===== config.mk =====
export PLATFORM = sky130hd
export DESIGN_NAME = rtc_calendar
export DESIGN_NICKNAME = d
export VERILOG_FILES = /design/src/rtl/rtc_cal_pkg.sv /design/src/rtl/rtc_hold_regs.sv /design/src/rtl/rtc_commit_seq.sv /design/src/rtl/rtc_time_counter.sv /design/src/rtl/rtc_calendar.sv
export SDC_FILE = /design/constraint.sdc
export NUM_CORES = 1
export LEC_CHECK = 0
export ABC_AREA = 1
export ABC_CLOCK_PERIOD_IN_PS = 6700
export BUFFER_PORTS_ARGS = -buffer_cell sky130_fd_sc_hd__buf_2
export CORE_AREA = 2 2 108 110
export DETAILED_ROUTE_END_ITERATION = 10
export DIE_AREA = 0 0 110 112
export PLACE_DENSITY = 0.78
export SETUP_SLACK_MARGIN = 0.05
export SYNTH_ARGS = -nofsm -noshare
export SYNTH_HDL_FRONTEND = slang
export SYNTH_SLANG_ARGS = --single-unit

===== constraint.sdc =====
create_clock -name clk -period 6.7 [get_ports clk]
set_input_delay 0.67 -clock clk [delete_from_list [all_inputs] [get_ports clk]]
set_output_delay 0.67 -clock clk [all_outputs]
set_load 0.01 [all_outputs]

===== src/rtl/rtc_cal_pkg.sv =====
package rtc_cal_pkg;
  localparam int NUM_FIELDS = 7;
  localparam int F_SEC  = 0;
  localparam int F_MIN  = 1;
  localparam int F_HOUR = 2;
  localparam int F_DOM  = 3;
  localparam int F_DOW  = 4;
  localparam int F_MON  = 5;
  localparam int F_YEAR = 6;

  localparam int SEC_LAST  = 59;
  localparam int MIN_LAST  = 59;
  localparam int HOUR_LAST = 23;
  localparam int DOW_LAST  = 6;
  localparam int MON_LAST  = 12;

  // stored width of each field
  function automatic int field_bits(int idx);
    case (idx)
      F_SEC, F_MIN:   return 6;
      F_HOUR, F_DOM:  return 5;
      F_DOW:          return 3;
      F_MON:          return 4;
      default:        return 7;
    endcase
  endfunction

  // value after reset: 1968-01-01 00:00:00
  function automatic int field_reset(int idx);
    return (idx == F_DOM || idx == F_MON) ? 1 : 0;
  endfunction

  function automatic int month_days(int mon, logic leap);
    case (mon)
      2:             return leap ? 29 : 28;
      4, 6, 9, 11:   return 30;
      default:       return 31;
    endcase
  endfunction
endpackage


===== src/rtl/rtc_hold_regs.sv =====
module rtc_hold_regs
  import rtc_cal_pkg::*;
#(
  parameter int DATA_W    = 8,
  parameter int ADDR_W    = 6,
  parameter int TIME_BASE = 10
) (
  input  logic                               clk,
  input  logic                               rst,
  input  logic                               wr_en,
  input  logic [ADDR_W-1:0]                  addr,
  input  logic [DATA_W-1:0]                  wdata,
  output logic [NUM_FIELDS-1:0][DATA_W-1:0]  hold
);
  logic unused_wdata;
  assign unused_wdata = ^wdata;

  for (genvar g = 0; g < NUM_FIELDS; g++) begin : g_field
    localparam int FW = field_bits(g);
    logic [FW-1:0] r;

    always_ff @(posedge clk) begin
      if (rst)
        r <= FW'(field_reset(g));
      else if (wr_en && addr == ADDR_W'(TIME_BASE + g))
        r <= wdata[FW-1:0];
    end

    assign hold[g] = DATA_W'(r);
  end
endmodule


===== src/rtl/rtc_commit_seq.sv =====
module rtc_commit_seq #(
  parameter int COMMIT_CYCLES = 4
) (
  input  logic clk,
  input  logic rst,
  input  logic trigger,
  output logic busy,
  output logic load
);
  localparam int CW = $clog2(COMMIT_CYCLES + 1);

  logic [CW-1:0] cnt;

  always_ff @(posedge clk) begin
    if (rst)
      cnt <= '0;
    else if (trigger)
      cnt <= CW'(COMMIT_CYCLES);
    else if (cnt != '0)
      cnt <= cnt - 1'b1;
  end

  assign busy = (cnt != '0);
  assign load = (cnt == CW'(1)) && !trigger;
endmodule


===== src/rtl/rtc_time_counter.sv =====
module rtc_time_counter
  import rtc_cal_pkg::*;
#(
  parameter int DATA_W = 8
) (
  input  logic                               clk,
  input  logic                               rst,
  input  logic                               tick,
  input  logic                               load,
  input  logic [NUM_FIELDS-1:0][DATA_W-1:0]  hold,
  output logic [NUM_FIELDS-1:0][DATA_W-1:0]  live
);
  localparam int YEAR_LAST = (1 << field_bits(F_YEAR)) - 1;

  logic [NUM_FIELDS-1:0][DATA_W-1:0] cur, nxt;
  logic              leap;
  logic [DATA_W-1:0] mdays;
  logic c_min, c_hour, c_day, c_mon, c_year;

  always_comb begin
    nxt    = cur;
    leap   = (cur[F_YEAR][1:0] == 2'b00);
    mdays  = DATA_W'(month_days(int'(cur[F_MON]), leap));

    c_min  = cur[F_SEC] >= DATA_W'(SEC_LAST);
    c_hour = c_min  && (cur[F_MIN]  >= DATA_W'(MIN_LAST));
    c_day  = c_hour && (cur[F_HOUR] >= DATA_W'(HOUR_LAST));
    c_mon  = c_day  && (cur[F_DOM]  >= mdays);
    c_year = c_mon  && (cur[F_MON]  >= DATA_W'(MON_LAST));

    nxt[F_SEC] = c_min ? '0 : cur[F_SEC] + DATA_W'(1);
    if (c_min)
      nxt[F_MIN] = (cur[F_MIN] >= DATA_W'(MIN_LAST)) ? '0 : cur[F_MIN] + DATA_W'(1);
    if (c_hour)
      nxt[F_HOUR] = (cur[F_HOUR] >= DATA_W'(HOUR_LAST)) ? '0 : cur[F_HOUR] + DATA_W'(1);
    if (c_day) begin
      nxt[F_DOW] = (cur[F_DOW] >= DATA_W'(DOW_LAST)) ? '0 : cur[F_DOW] + DATA_W'(1);
      nxt[F_DOM] = c_mon ? DATA_W'(1) : cur[F_DOM] + DATA_W'(1);
    end
    if (c_mon)
      nxt[F_MON] = c_year ? DATA_W'(1) : cur[F_MON] + DATA_W'(1);
    if (c_year)
      nxt[F_YEAR] = (cur[F_YEAR] >= DATA_W'(YEAR_LAST)) ? '0 : cur[F_YEAR] + DATA_W'(1);
  end

  always_ff @(posedge clk) begin
    if (rst) begin
      for (int i = 0; i < NUM_FIELDS; i++)
        cur[i] <= DATA_W'(field_reset(i));
    end else if (load) begin
      cur <= hold;
    end else if (tick) begin
      cur <= nxt;
    end
  end

  assign live = cur;
endmodule


===== src/rtl/rtc_calendar.sv =====
module rtc_calendar
  import rtc_cal_pkg::*;
#(
  parameter int DATA_W        = 8,
  parameter int ADDR_W        = 6,
  parameter int STATUS_ADDR   = 0,
  parameter int TIME_BASE     = 10,
  parameter int COMMIT_ADDR   = 60,
  parameter int BUSY_BIT      = 6,
  parameter int COMMIT_CYCLES = 4
) (
  input  logic              clk,
  input  logic              rst,
  input  logic              tick_1hz,
  input  logic              bus_wr,
  input  logic              bus_rd,
  input  logic [ADDR_W-1:0] bus_addr,
  input  logic [DATA_W-1:0] bus_wdata,
  output logic [DATA_W-1:0] bus_rdata
);
  logic [NUM_FIELDS-1:0][DATA_W-1:0] hold_vals;
  logic [NUM_FIELDS-1:0][DATA_W-1:0] live_vals;
  logic              commit_req;
  logic              busy;
  logic              load_now;
  logic [DATA_W-1:0] rd_next;

  assign commit_req = bus_wr && (bus_addr == ADDR_W'(COMMIT_ADDR));

  rtc_hold_regs #(
    .DATA_W   (DATA_W),
    .ADDR_W   (ADDR_W),
    .TIME_BASE(TIME_BASE)
  ) u_hold (
    .clk  (clk),
    .rst  (rst),
    .wr_en(bus_wr),
    .addr (bus_addr),
    .wdata(bus_wdata),
    .hold (hold_vals)
  );

  rtc_commit_seq #(
    .COMMIT_CYCLES(COMMIT_CYCLES)
  ) u_seq (
    .clk    (clk),
    .rst    (rst),
    .trigger(commit_req),
    .busy   (busy),
    .load   (load_now)
  );

  rtc_time_counter #(
    .DATA_W(DATA_W)
  ) u_cnt (
    .clk (clk),
    .rst (rst),
    .tick(tick_1hz),
    .load(load_now),
    .hold(hold_vals),
    .live(live_vals)
  );

  always_comb begin
    rd_next = '0;
    if (bus_addr == ADDR_W'(STATUS_ADDR))
      rd_next[BUSY_BIT] = busy;
    for (int i = 0; i < NUM_FIELDS; i++)
      if (bus_addr == ADDR_W'(TIME_BASE + i))
        rd_next = live_vals[i];
  end

  always_ff @(posedge clk) begin
    if (rst)
      bus_rdata <= '0;
    else if (bus_rd)
      bus_rdata <= rd_next;
  end
endmodule


# After elaboration in Yosys (flattened, before gate mapping)
# Cells that the tools add are included.
# word_totals
output_inout_bits	8
reg_bits	103
wordCells	116
# op_classes
n_eq_ne	14
n_addsub	8
reduce_logical	37
muxes	26
magnitude_cmp	7
# ops
op	count
$mux 8	17
$mux 55	2
$add 8x1->8 const B	7
$eq 6x4->1 const B	6
$reduce_and 2->1	10
$eq 8x3->1 const B	2
$eq 8x4->1 const B	2
$ge 8x6->1 const B	2
$mux 16	1
$pmux 8 s2	1
$reduce_bool 2->1	7
$logic_and 1x1->1	13
$eq 8x2->1 const B	1
$ge 8x3->1 const B	1
$ge 8x4->1 const B	1
$ge 8x5->1 const B	1
$ge 8x7->1 const B	1
$ge 8x8->1	1
$mux 7	1
$eq 6x5->1 const B	1
$eq 6x6->1 const B	1
$logic_not 6->1	1
$mux 3	2
$reduce_or 2->1	2
other kinds (7)	8

# Longest topological paths before layout
# Gate-level depths: netlist of the first run.
# logic_depth
depth_word	10
depth_mapped	19
mapped_depth_nobuf	19

# Modules after synthesis
# Synthesis of the first run repeated with hierarchy kept, for this count alone.
# hier_totals
cells_unflattened	932
area_unflattened_um2	6093.3
# by_module_without_submodules
module	area_each_um2	n_inst	cells_each
rtc_time_counter	3315.7	1	480
rtc_hold_regs	1747.9	1	262
rtc_calendar	840.8	1	161
rtc_commit_seq	188.9	1	29

# Worst setup path after synthesis of the first run
# Ideal clock, no wire load.
# synth_timing
kind	reg-to-reg
start	register u_cnt.cur, in the netlist u_cnt.live[40]
end	register u_cnt.cur, in the netlist u_cnt.live[40]
path_slack_ps	4423
arrival_ps	2154
n_path_buf	0
path_stages_with_launch	16
period_less_slack_ps	2277
path_cell_list	dfxtp_1 inv_1 ha_1 inv_1 o41ai_1 inv_1 ha_1 inv_1 nand2_1 a21oi_1 o21bai_1 nand3_1 clkinv_1 nor2_1 nand2_1 nand3b_1
# synth_via
elab_chain_cells	10
word_cells_on_any_way	18
# synth_rtl
element	line	source
start, declared	rtc_time_counter.sv:15	logic [NUM_FIELDS-1:0][DATA_W-1:0] cur, nxt;
start signal, assigned by index	rtc_time_counter.sv:49	cur[i] <= DATA_W'(field_reset(i));
start signal, assigned	rtc_time_counter.sv:51	cur <= hold;
start signal, assigned	rtc_time_counter.sv:53	cur <= nxt;
$eq 8x3->1 / $eq 8x4->1 (equally long branches)	rtc_cal_pkg.sv:34	case (mon)
$reduce_or 4->1	rtc_cal_pkg.sv:34	
$pmux 8 s2	rtc_cal_pkg.sv:34	
$ge 8x8->1	rtc_time_counter.sv:28	c_mon = c_day && (cur[F_DOM] >= mdays);
$logic_and 1x1->1	rtc_time_counter.sv:28	
$logic_and 1x1->1	rtc_time_counter.sv:29	c_year = c_mon && (cur[F_MON] >= DATA_W'(MON_LAST));
$mux 8	rtc_time_counter.sv:41	nxt[F_MON] = c_year ? DATA_W'(1) : cur[F_MON] + DATA_W'(1);
$mux 8	rtc_time_counter.sv:40	if (c_mon)
$mux 55	rtc_time_counter.sv:52	end else if (tick) begin
$mux 55	rtc_time_counter.sv:50	end else if (load) begin
# Several ways; a longest one is shown, not always the timed one. The select of a mux whose other input is x is not followed.
# A chain may end at the register's enable or synchronous reset.

# Final worst setup path of the first run
# layout_timing
start	register u_cnt.cur, in the netlist u_cnt.live[40]
end	register u_cnt.cur, in the netlist u_cnt.live[29]
# layout_via
elab_chain_cells	6
word_cells_on_any_way	10
# layout_rtl
element	line	source
$eq 8x3->1 / $eq 8x4->1 (equally long branches)	rtc_cal_pkg.sv:34	
$reduce_or 4->1	rtc_cal_pkg.sv:34	
$pmux 8 s2 *	rtc_cal_pkg.sv:34	
$ge 8x8->1 *	rtc_time_counter.sv:28	
$logic_and 1x1->1 *	rtc_time_counter.sv:28	
$mux 8 *	rtc_time_counter.sv:38	nxt[F_DOM] = c_mon ? DATA_W'(1) : cur[F_DOM] + DATA_W'(1);
# Mark *: on every way between the ends. The rest lies on a longest branch, timed or not.

==> summary.txt, run 1 <==
Synth
  – Largest family of logic cells by synthesized area: simple AND/OR/NAND/NOR gates
  – Ys async rst share: 0%
  – Cells after synthesis: 791
  – Avg Inst Size Synth: 6.93 um^2
  – Mapped Area: 5480 um^2
  – Synth Area in Compound Gates: 12.8%
  – Synth Register Bits: 103
  – Area share of fa/ha/maj cells after synthesis: 3.88%
  – Synth Flop Type: dfxtp_1
  – Synth Area in XOR/XNOR: 3.04%
  – Post-synth cell types: 42
  – Mux cell area share after synthesis: 0%
  – Sequential fraction of the synthesis area: 37.6%
  – Number of synthesized flops with an enable pin: 0
  – Syn Nets: 827
  – Post-synthesis simple-gate area fraction: 33.8%
  – Yosys warnings: 0

STA
  – RSZ-0062 raised after global routing: no
  – Final hold violation count: 0
  – Final WS setup: 4.00 ns
  – Tmin final: 2.70 ns
  – Setup TNS Final: 0 ns
  – Worst-Margin Slew: 0.871 ns
  – # setup viols final: 0
  – Hold_ws: 0.444 ns
  – Max-slew headroom: 41.7%
  – Maximum clock frequency: 0.370 GHz
  – Final period utilization: 40.3%
  – Count of pins over their slew limit: 0
  – Worst Skew: 0.0111 ns

Critical path
  – Crit path max fanout: 5
  – Critical Path RT: 6.99 ns
  – Arr. time, crit path: 3.00 ns
  – Crit Path Class: reg2reg
  – Critical Path End Type: register
  – Startpoint Class: register

Final layout
  – Fillers: 1131
  – Final instance area: 5980 um^2
  – Most common cell after layout, fill and taps aside: nand2_1
  – Layout area overhead: 9.06%
  – Most frequent cells in the layout: nand2_1 (189), dfxtp_1 (103), nor2_1 (87)
  – Layout Cells excl Fill: 952
  – Multi-input logic area: 2930 um^2
  – Fraction of layout cells with a size suffix above 1: 8.90%
  – Sequential cell area: 2060 um^2
  – Final #Nets: 840
  – Ant diodes: 0
  – Final core area utilization: 53.5%

Global routing
  – GRT Util Overall: 23.8%
  – Vias in the first global route: 4724
  – GRT overflow: 0
  – Largest net degree at the start of global routing: 43
  – Initial antenna violation count: 0
  – First-pass GRT wire length: 23.0 mm

Clock tree
  – Worst skew pair latency: 0.35 ns
  – Postcts setup bufs: 0
  – Post-CTS sizing: 0
  – CTS Hold Bufs: 0
  – CTS Buffer Depth: 2
  – Clk sinks: 103
  – H-tree depth: 3
  – Reg clk slew, reported paths: 0.07 ns
  – CTS Root Cell: clkbuf_16
  – TritonCTS clock tree: built
  – CTS buffer count: 9

Pwr
  – Worst VDD drop: 0.134 mV
  – PwrDens: 252 nW/um^2
  – Pwr Total: 1.51 mW
  – Leakage power: 2.49 nW

Place
  – Worst slack, placed: 3.74 ns
  – DP Wirelength: 9.60 mm
  – Last weighted congestion value of the routability-driven placer: 0.892
  – IO Port Bufs: 25
  – Placed insts: 936
  – DP Area: 5660 um^2

Route
  – Pre-antenna DRT Iters: 7
  – Final ANT Viol Nets: 0
  – Starting DRT DRC Count: 422
  – WL final: 13.8 mm
  – Drt wl/cell: 14.5 um
  – Vias per cell: 5.40
  – DR vias: 5139
  – DRC: 0

Die
  – Placeable Area: 11200 um^2
  – # rows: 39
  – Initial core utilization: 49.1%
  – Die Wd: 110 um
  – Die Height: 112 um
  – Io pins: 27
  – Die area: 12300 um^2

Hold path
  – Hold Path Class: reg2reg

Run
  – Max-cap viol count: 0

Status
  – Status: complete, no violations
[power by group]
group / leakage (nW) / internal, mW / total [mW] / switching (mW)
Sequential: 0.832 / 0.637 / 0.663 / 0.0253
Combinational: 1.50 / 0.0760 / 0.278 / 0.202
Clock: 0.156 / 0.328 / 0.565 / 0.237
Total: 2.49 / 1.04 / 1.51 / 0.464
[final timing paths]
check,start,to,slack (ns),cells after the start
max,u_cnt.live[40],u_cnt.live[29],4.00,15
min,u_hold.g_field[1].r[0],u_hold.g_field[1].r[0],0.44,2
max reg2reg,u_cnt.live[40],u_cnt.live[29],4.00,15
min reg2reg,u_hold.g_field[1].r[0],u_hold.g_field[1].r[0],0.44,2
[metal layers]
layer	global-route usage [%]	vias up	wire length, um
li1	-	2606	-
met1	35.0	2325	6470
met2	33.9	178	5900
met3	4.63	30	965
met4	9.45	0	425
met5	0	-	0
[synthesized netlist by cell type (10+ instances only)]
library cell	n	area, um^2
a31oi_1	15	93.8
nor2_1	87	327
nor3_1	19	95.1
inv_1	84	315
o21ai_0	49	245
dfxtp_1	103	2060
nand3_1	75	375
xor2_1	15	131
nand3b_1	10	75.1
a21oi_1	44	220
clkbuf_1	12	45.0
ha_1	17	213
nand2_1	189	709
[sequential cells by signal, summed over array words and instances, names as in the netlist]
name              count
u_cnt.live           56
u_hold.g_field.r     36
bus_rdata             8
u_seq.cnt             3
[area by class of cell]
type | count | share of cell area [%]
multi-input combinational | 572 | 49.0
inverter | 90 | 5.69
timing repair buffer | 28 | 2.47
clock buffer | 9 | 3.77
clock inverter | 7 | 1.59
tap | 143 | 2.99
sequential | 103 | 34.5
[critical path, stage by stage, from the launching register on]
cell,delay [ns]
dfxtp_1,0.35
inv_1,0.14
ha_1,0.18
inv_1,0.06
o41ai_1,0.32
inv_1,0.08
ha_1,0.27
inv_1,0.06
nand2_1,0.04
a21oi_1,0.16
o21bai_1,0.17
nand3_1,0.22
clkinv_1,0.21
nor2_1,0.22
nand2_1,0.07
nor2_1,0.10
[logic make-up after synthesis]
logic type | Yosys count
flops | 103
compound gates | 125
fa+ha+maj | 17
buf+inv | 116
xor+xnor | 19
simple gates | 411
No activity file was read; power rests on OpenSTA's default activity.
==> run 2: changes to the inputs <==
--- a/config.mk
+++ b/config.mk
@@ -6,7 +6,7 @@
 export NUM_CORES = 1
 export LEC_CHECK = 0
 export ABC_AREA = 1
-export ABC_CLOCK_PERIOD_IN_PS = 6700
+export ABC_CLOCK_PERIOD_IN_PS = 2700
 export BUFFER_PORTS_ARGS = -buffer_cell sky130_fd_sc_hd__buf_2
 export CORE_AREA = 2 2 108 110
 export DETAILED_ROUTE_END_ITERATION = 10
==> constraint.sdc (replaced) <==
create_clock -name clk -period 2.7 [get_ports clk]
set_input_delay 0.27 -clock clk [delete_from_list [all_inputs] [get_ports clk]]
set_output_delay 0.27 -clock clk [all_outputs]
set_load 0.01 [all_outputs]
==> run 2 against run 1 <==
  * First-iteration DRC count down 12%
  * Register-to-register slack worse by 3.8 ns
  * Setup slack worse by 3.8 ns
  * Design area up 1.6%
  * Critical path depth increased by 1
  * Die area stayed put
  * Global-route usage down 0.43 points
  * Worst hold slack got worse by 0.29 ns
  * Largest cell class unchanged
  * Sequential share of layout area decreased by 0.49 points
==> summary.txt, run 2 (synthesized netlist as in run 1, its figures left out) <==
Status
  – Status: complete, no violations

Final layout
  – Fraction of layout cells with a size suffix above 1: 10.8%
  – Sequential cell area: 2060 um^2
  – Largest register FFs: 56
  – Fillers: 1102
  – Final core area utilization: 54.4%
  – Layout area overhead: 10.8%
  – Most frequent cells in the layout: nand2_1 (188), dfxtp_1 (101), nor2_1 (85)
  – Ant diodes: 0
  – Multi-input logic area: 2960 um^2
  – Final #Nets: 848
  – Most common cell after layout, fill and taps aside: nand2_1
  – Layout Cells excl Fill: 960

Pwr
  – PwrDens: 618 nW/um^2
  – Worst VDD drop: 0.299 mV
  – Leakage power: 2.54 nW

Run
  – Max-cap viol count: 0

Clock tree
  – Clk sinks: 103
  – CTS Root Cell: clkbuf_16
  – Reg clk slew, reported paths: 0.07 ns
  – TritonCTS clock tree: built
  – Worst skew pair latency: 0.35 ns
  – CTS buffer count: 9
  – CTS Buffer Depth: 2
  – CTS Hold Bufs: 0
  – H-tree depth: 3

Place
  – IO Port Bufs: 25
  – Placed insts: 943
  – Last weighted congestion value of the routability-driven placer: 0.914
  – DP Wirelength: 9.75 mm

Route
  – WL met1: 6.58 mm
  – DRC: 0
  – Drt wl/cell: 14.1 um
  – Top sig layer: met4
  – WL final: 13.5 mm
  – DR WL met2: 5.87 mm
  – Pre-antenna DRT Iters: 5
  – Vias per cell: 5.32
  – Starting DRT DRC Count: 372
  – Final ANT Viol Nets: 0
  – Met3 WL post-DR: 828 um
  – DR vias: 5106

Die
  – Initial core utilization: 49.1%
  – Io pins: 27
  – Placeable Area: 11200 um^2
  – Die Height: 112 um
  – Die Wd: 110 um
  – # rows: 39
  – Die area: 12300 um^2

Critical path
  – Arr. time, crit path: 2.75 ns
  – Critical Path End Type: register
  – Crit path max fanout: 5
  – Startpoint Class: register
  – Crit Path Class: reg2reg
  – Critical Path RT: 3.00 ns

Global routing
  – First-pass GRT wire length: 22.8 mm
  – Vias in the first global route: 4772
  – Largest net degree at the start of global routing: 42
  – GRT Util Overall: 23.4%
  – Initial antenna violation count: 0
  – GRT overflow: 0

STA
  – Tmin final: 2.46 ns
  – Max-slew headroom: 48.2%
  – Final hold violation count: 0
  – Worst Skew: 0.00767 ns
  – Worst-Margin Slew: 0.772 ns
  – RSZ-0062 raised after global routing: no
  – # setup viols final: 0
  – Maximum clock frequency: 0.407 GHz
  – Final period utilization: 90.9%
  – Setup TNS Final: 0 ns
  – Count of pins over their slew limit: 0

Hold path
  – Hold Path Class: in2reg
[run 2: changes by cell type in the layout (fill, tap and decap cells not counted), moves of 2 or more]
cell	change
dfxtp_1	-2
nor2_2	+2
dfxtp_2	+2
buf_4	+8
nor2_1	-2
[run 2: power by group]
group          switching, mW  internal, mW  total [mW]
clock network          0.571         0.838        1.41
registers             0.0633          1.58        1.65
logic                  0.493         0.205       0.699
total                   1.13          2.63        3.75
[run 2: worst paths after layout]
check                                            start                     end  slack [ns]  cells after the start
worst min register to register  u_hold.g_field[1].r[3]  u_hold.g_field[1].r[3]        0.45                      2
worst min-delay path                      bus_wdata[6]  u_hold.g_field[6].r[6]        0.16                      3
worst max-delay path                    u_cnt.live[40]          u_cnt.live[26]        0.24                     16
worst max register to register          u_cnt.live[40]          u_cnt.live[26]        0.24                     16
[run 2: final cells by class]
class	count	share of cell area, %
repair buffers	36	3.42
inverters	90	5.60
clock inverters	5	1.34
clock buffers	11	4.00
multi-input cells	572	48.7
flip-flops and latches	103	34.0
well taps	143	2.95
[run 2: critical path: stages, from the launching register on]
cell     delay [ns]
dfxtp_2        0.34
inv_1          0.13
ha_1           0.18
inv_1          0.06
o41ai_2        0.33
inv_1          0.07
ha_1           0.27
inv_1          0.06
nand2_1        0.06
a21oi_2        0.16
nor2_1         0.07
nor2_2         0.20
buf_4          0.15
nand4_1        0.09
nand3_1        0.12
nand2_1        0.05
inv_1          0.06
[run 2: per-layer routing]
layer / GRT usage (%) / up-vias
li1: - / 2620
met1: 33.5 / 2306
met2: 35.6 / 160
met3: 4.04 / 20
met4: 7.26 / 0
met5: 0 / -
[run 2: what timing repair did]
action / 4_1_cts / 5_1_grt
endpoints found under the setup margin: 1 / 19
pin swaps: 0 / 1
buffers inserted: 0 / 1
resized for setup: 1 / 8
[run 2: per-stage QoR]
stage | power, mW | setup WS [ns] | area [um^2] | hold WS [ns]
after global placement | 2.36 | 0.175 | 5710 | 0.434
after floorplan | 2.22 | 0.423 | 5480 | 0.383
after global routing | 3.93 | 0.0260 | 6070 | 0.183
final | 3.75 | 0.245 | 6070 | 0.157
after detailed placement | 2.36 | 0.0654 | 5710 | 0.441
after CTS | 3.76 | 0.0830 | 6040 | 0.152
